<file path="src/rtl/serial_rate_gen.sv">
module serial_rate_gen #(
  parameter int TC_W    = 8,
  parameter int EXP_W   = 4,
  parameter int MAX_EXP = 9,
  parameter int RST_TC  = 1,
  parameter int RST_EXP = 0
) (
  input  logic       clk,
  input  logic       rst_n,
  input  logic       chan_reset,
  input  logic       reg_we,
  input  logic [1:0] reg_addr,
  input  logic [7:0] reg_wdata,
  output logic       rx_tick,
  output logic       rx_clk,
  output logic       tx_tick,
  output logic       tx_clk
);
  localparam int CNT_W    = TC_W + 1 + MAX_EXP;
  localparam int RST_DIV  = (RST_TC == 0) ? (1 << TC_W) : RST_TC;
  localparam int RST_LOAD = (RST_DIV << RST_EXP) - 1;

  logic [1:0] tick_w, clk_w;

  for (genvar d = 0; d < 2; d++) begin : g_dir
    logic [TC_W-1:0]  tc_q;
    logic [EXP_W-1:0] exp_q;
    logic [CNT_W-1:0] cnt_q;
    logic             clk_q;
    logic [TC_W:0]    div_w;
    logic [CNT_W-1:0] load_w;
    logic [EXP_W-1:0] exp_in;
    logic             wr_tc, wr_exp;

    assign div_w  = (tc_q == '0) ? (TC_W+1)'(1 << TC_W) : {1'b0, tc_q};
    assign load_w = (CNT_W'(div_w) << exp_q) - CNT_W'(1);
    assign exp_in = (reg_wdata[EXP_W-1:0] > EXP_W'(MAX_EXP)) ? EXP_W'(MAX_EXP)
                                                              : reg_wdata[EXP_W-1:0];
    assign wr_tc  = reg_we && (reg_addr == {1'b0, 1'(d)});
    assign wr_exp = reg_we && (reg_addr == {1'b1, 1'(d)});

    always_ff @(posedge clk or negedge rst_n) begin
      if (!rst_n) begin
        tc_q  <= TC_W'(RST_TC);
        exp_q <= EXP_W'(RST_EXP);
        cnt_q <= CNT_W'(RST_LOAD);
        clk_q <= 1'b0;
      end else if (chan_reset) begin
        tc_q  <= TC_W'(RST_TC);
        exp_q <= EXP_W'(RST_EXP);
        cnt_q <= CNT_W'(RST_LOAD);
        clk_q <= 1'b0;
      end else begin
        if (cnt_q == '0) begin
          cnt_q <= load_w;
          clk_q <= ~clk_q;
        end else begin
          cnt_q <= cnt_q - CNT_W'(1);
        end
        if (wr_tc)  tc_q  <= reg_wdata[TC_W-1:0];
        if (wr_exp) exp_q <= exp_in;
      end
    end

    assign tick_w[d] = (cnt_q == '0);
    assign clk_w[d]  = clk_q;
  end

  assign rx_tick = tick_w[0];
  assign tx_tick = tick_w[1];
  assign rx_clk  = clk_w[0];
  assign tx_clk  = clk_w[1];
endmodule


</file>
<file path="config.mk">
export PLATFORM = sky130hd
export DESIGN_NAME = serial_rate_gen
export DESIGN_NICKNAME = d
export VERILOG_FILES = /design/src/rtl/serial_rate_gen.sv
export SDC_FILE = /design/constraint.sdc
export NUM_CORES = 1
export LEC_CHECK = 0
export BUFFER_PORTS_ARGS = -buffer_cell sky130_fd_sc_hd__buf_2
export CAP_MARGIN = 40
export CELL_PAD_IN_SITES_DETAIL_PLACEMENT = 1
export CELL_PAD_IN_SITES_GLOBAL_PLACEMENT = 2
export CORE_ASPECT_RATIO = 1.75
export CORE_UTILIZATION = 39
export CTS_BUF_LIST = sky130_fd_sc_hd__clkbuf_16
export CTS_CLUSTER_SIZE = 28
export DETAILED_ROUTE_END_ITERATION = 7
export PLACE_DENSITY_LB_ADDON = 0.1
export SETUP_SLACK_MARGIN = 0.15
export SKIP_CTS_REPAIR_TIMING = 1
export SYNTH_ARGS = -nofsm -noshare
export SYNTH_HDL_FRONTEND = slang
export SYNTH_SLANG_ARGS = --single-unit
</file>
<file path="constraint.sdc">
create_clock -name clk -period 3.41 [get_ports clk]
set_input_delay 0.682 -clock clk [delete_from_list [all_inputs] [get_ports clk]]
set_output_delay 0.682 -clock clk [all_outputs]
set_load 0.02 [all_outputs]
</file>
==> flow_metrics.py <==
metrics = {
    "outcome": {
        "outcome": "complete, but fails checks",
        "failed_checks": "design-rule violations",
    },
    "placement": {
        "place_ws_ns": 0.1608,
        "io_buffers": 17,
        "place_congestion": 0.8561,
        "dpl.hpwl_um": 11870,
    },
    "timing": {
        "setup_tns_ns": 0,
        "fin_ws_ns": 0.4082,
        "tightestPinTransition_ns": 1.018,
        "slew_headroom_pct": 32.12,
        "fmax_mhz": 333.1,
        "setup_violations": 0,
        "finalHoldViolCount": 0,
        "slew_violations": 0,
        "worst_clock_skew_ns": 0.005010,
        "rsz0062_at_grt": "false",
        "period_needed_ns": 3.002,
        "fin_crit_sh_pct": 88.03,
    },
    "global_routing": {
        "grt_max_degree": 35,
        "first_global_vias": 4622,
        "grt_pass1_wl_um": 25320,
        "track_usage_pct": 27.17,
        "globalRouteOverflowTotal": 0,
        "antenna_found_initial": 0,
    },
    "floorplanning": {
        "start_util_pct": 39.72,
        "core_mm2": 0.01152,
        "ios": 18,
        "die_w_um": 83.87,
        "num_rows": 52,
        "die_y_um": 145.3,
        "die-area_mm2": 0.01218,
    },
    "cts": {
        "tritoncts": "done",
        "h-tree-depth": 3,
        "cts_made_buffers": 9,
        "cts_sinks": 62,
        "cts.clk_slew.worst_paths_ns": 0.06,
        "clk_latency_ns": 0.33,
        "clk_path_buf_depth": 2,
        "cts_root_buffer": "clkbuf_16",
    },
    "setup_path": {
        "path_max_fanout": 8,
        "r2r_slack_ns": 0.41,
        "crit_arrival_ns": 3.21,
        "r2r_cells": 9,
        "reg2reg_to": "g_dir[1].cnt_q[17]",
        "timing.rr.start": "g_dir[1].exp_q[0]",
        "startpoint_type": "register",
        "endpoint_kind": "register",
        "crit_required_ns": 3.62,
        "crit_type": "register to register",
    },
    "detailed_routing": {
        "drc": 2,
        "wl_um": 15370,
        "final_antenna_net_count": 0,
        "drt_first_iter_violations": 157,
        "wl_per_cell_um": 22.38,
        "dr.pass1.iters": 6,
        "viasPerCell": 6.194,
        "vias": 4255,
    },
    "synthesis": {
        "synth_top_cell_area_share_pct": 32.82,
        "synth-main-ff-cell": "dfrtp_1",
        "async_flop_share_pct": 100.0,
        "ys_seq_area_share_pct": 33.97,
        "synth.avg_cell_area_um2": 8.730,
        "synth_edf_count": 0,
        "syn_nets": 540,
        "syn_inst": 524,
        "yosysTopAreaCell": "dfrtp_1",
        "yosysWarnings": 0,
        "synth-seq-cells": 62,
        "synth_area_leaders": "dfrtp_1 (33%), nor2_1 (5.9%), a21oi_1 (4.3%), mux2i_1 (3.7%), mux2_2 (3.7%)",
        "synth_common_cells": "nor2_1 (72), dfrtp_1 (60), nand2_1 (45)",
        "syn_area_mm2": 0.004574,
        "synth.most_common_cell": "nor2_1",
        "ys_types": 74,
    },
    "finish": {
        "fillers": 1388,
        "multi_input_area_mm2": 0.002863,
        "nets": 563,
        "regArea_mm2": 0.001558,
        "syn_to_final_growth_pct": 13.16,
        "drive_gt1_share_pct": 18.48,
        "antenna_cells_inserted": 0,
    },
    "hold_path": {
        "hp-class": "primary input to asynchronous set/reset pin",
    },
    "power": {
        "power_density_mw_per_mm2": 763.6,
        "ir_drop_mv": 0.4048,
        "power_leakage_nw": 2.221,
    },
    "run": {
        "cap_viol_max_count": 0,
    },
}
==> logic make-up after synthesis <==
| kind of cell | after synthesis | synth area share, % |
|---|---|---|
| muxes | 41 | 11.43 |
| AOI/OAI and AO/OA | 130 | 19.89 |
| adders and majority gates | 2 | 0.5470 |
| xor gates and xnor gates | 21 | 4.021 |
| buffers and inverters | 40 | 3.802 |
| and+or+nand+nor | 228 | 26.34 |
| DFF | 62 | 33.97 |
==> area by class of cell <==
cell class | count | share of cell area (%)
multi-input cells | 422 | 55.31
flip-flops and latches | 62 | 30.09
repair buffers | 40 | 4.979
clock buffers | 9 | 4.351
well taps | 135 | 3.263
clock inverters | 7 | 1.136
inverters | 12 | 0.8702
==> power breakdown <==
part	leakage, nW	internal [mW]	total, mW	switching, mW
Combinational	1.25	0.789	1.92	1.13
Sequential	0.827	0.932	1.13	0.200
Clock	0.145	0.555	0.899	0.344
==> cells in the final DEF, fill, tap and decap left out, types with 3 or more instances in the layout <==
master / netlist / layout
a2111oi_0: 3 / 3
nand4_1: 9 / 9
or4_1: 4 / 4
nand4b_1: 3 / 3
o31a_1: 3 / 3
xor2_1: 8 / 8
mux2i_1: 17 / 17
a32oi_1: 4 / 4
clkbuf_16: 0 / 9
inv_1: 12 / 14
nand3_1: 11 / 11
buf_2: 1 / 17
nor4_1: 14 / 14
o22ai_1: 3 / 3
dfrtp_1: 60 / 57
a221oi_1: 5 / 4
a21oi_1: 39 / 39
a22o_1: 5 / 5
nand2_1: 45 / 45
o21ai_0: 14 / 14
buf_4: 0 / 23
nand2b_1: 3 / 3
or3_1: 6 / 6
o22a_1: 3 / 3
and3_1: 4 / 4
mux4_2: 7 / 7
mux2_2: 15 / 15
nor4_2: 3 / 3
a31oi_1: 7 / 7
and2_1: 8 / 8
a21o_1: 5 / 5
nor2_1: 72 / 72
nor3_1: 10 / 9
a211o_1: 3 / 3
a32o_1: 3 / 3
xnor2_1: 13 / 13
dfrtp_2: 0 / 3
o31ai_1: 6 / 6
a31o_2: 4 / 4
nor2b_1: 17 / 17
==> per-layer routing <==
layer,routed length (um),global-route usage [%],vias to the layer above
met5,0,0,-
met4,917,17.33,0
met3,232,3.015,48
met2,8792,51.84,76
met1,5432,27.15,2134
li1,-,-,1997
==> stage by stage <==
stage | instance area [um^2] | hold WS, ns | total power, mW | util, % | cells
floorplan | 4574 | 0.3864 | 2.510 | - | 524
global placement | 4872 | 0.5214 | 3.023 | 42.31 | 671
detailed placement | 4872 | 0.5322 | 3.062 | 42.31 | 671
CTS | 5156 | 0.3789 | 3.990 | 44.77 | 687
global route | 5176 | 0.3967 | 4.263 | 44.95 | 687
finish | 5176 | 0.3725 | 3.953 | 44.95 | 687
==> state kept, by name, summed over array words and instances, names as in the netlist <==
| name | cells |
|---|---|
| tx_clk | 1 |
| g_dir.tc_q | 16 |
| rx_clk | 1 |
| g_dir.exp_q | 8 |
| g_dir.cnt_q | 36 |
==> worst max-delay path, cell delays in order, from the launching register on <==
cell and delay (ns):
dfrtp_2 0.46, buf_4 0.20, mux2_2 0.42, nor4_1 0.37
a221oi_1 0.24, o21ai_4 0.28, nand2_4 0.12, nor3_4 0.25
nand4_1 0.16, mux2_1 0.36
==> worst max path at each step <==
stage	to	slack, ns	from
floorplan	g_dir[1].cnt_q[17]	0.70	g_dir[1].exp_q[0]
global placement	g_dir[0].cnt_q[16]	0.29	g_dir[0].exp_q[0]
detailed placement	g_dir[0].cnt_q[16]	0.16	g_dir[0].exp_q[0]
CTS	g_dir[0].cnt_q[16]	0.16	g_dir[0].exp_q[0]
global route	g_dir[0].cnt_q[17]	0.20	g_dir[0].exp_q[0]
finish	g_dir[1].cnt_q[17]	0.41	g_dir[1].exp_q[0]
No activity file was read; power rests on OpenSTA's default activity.
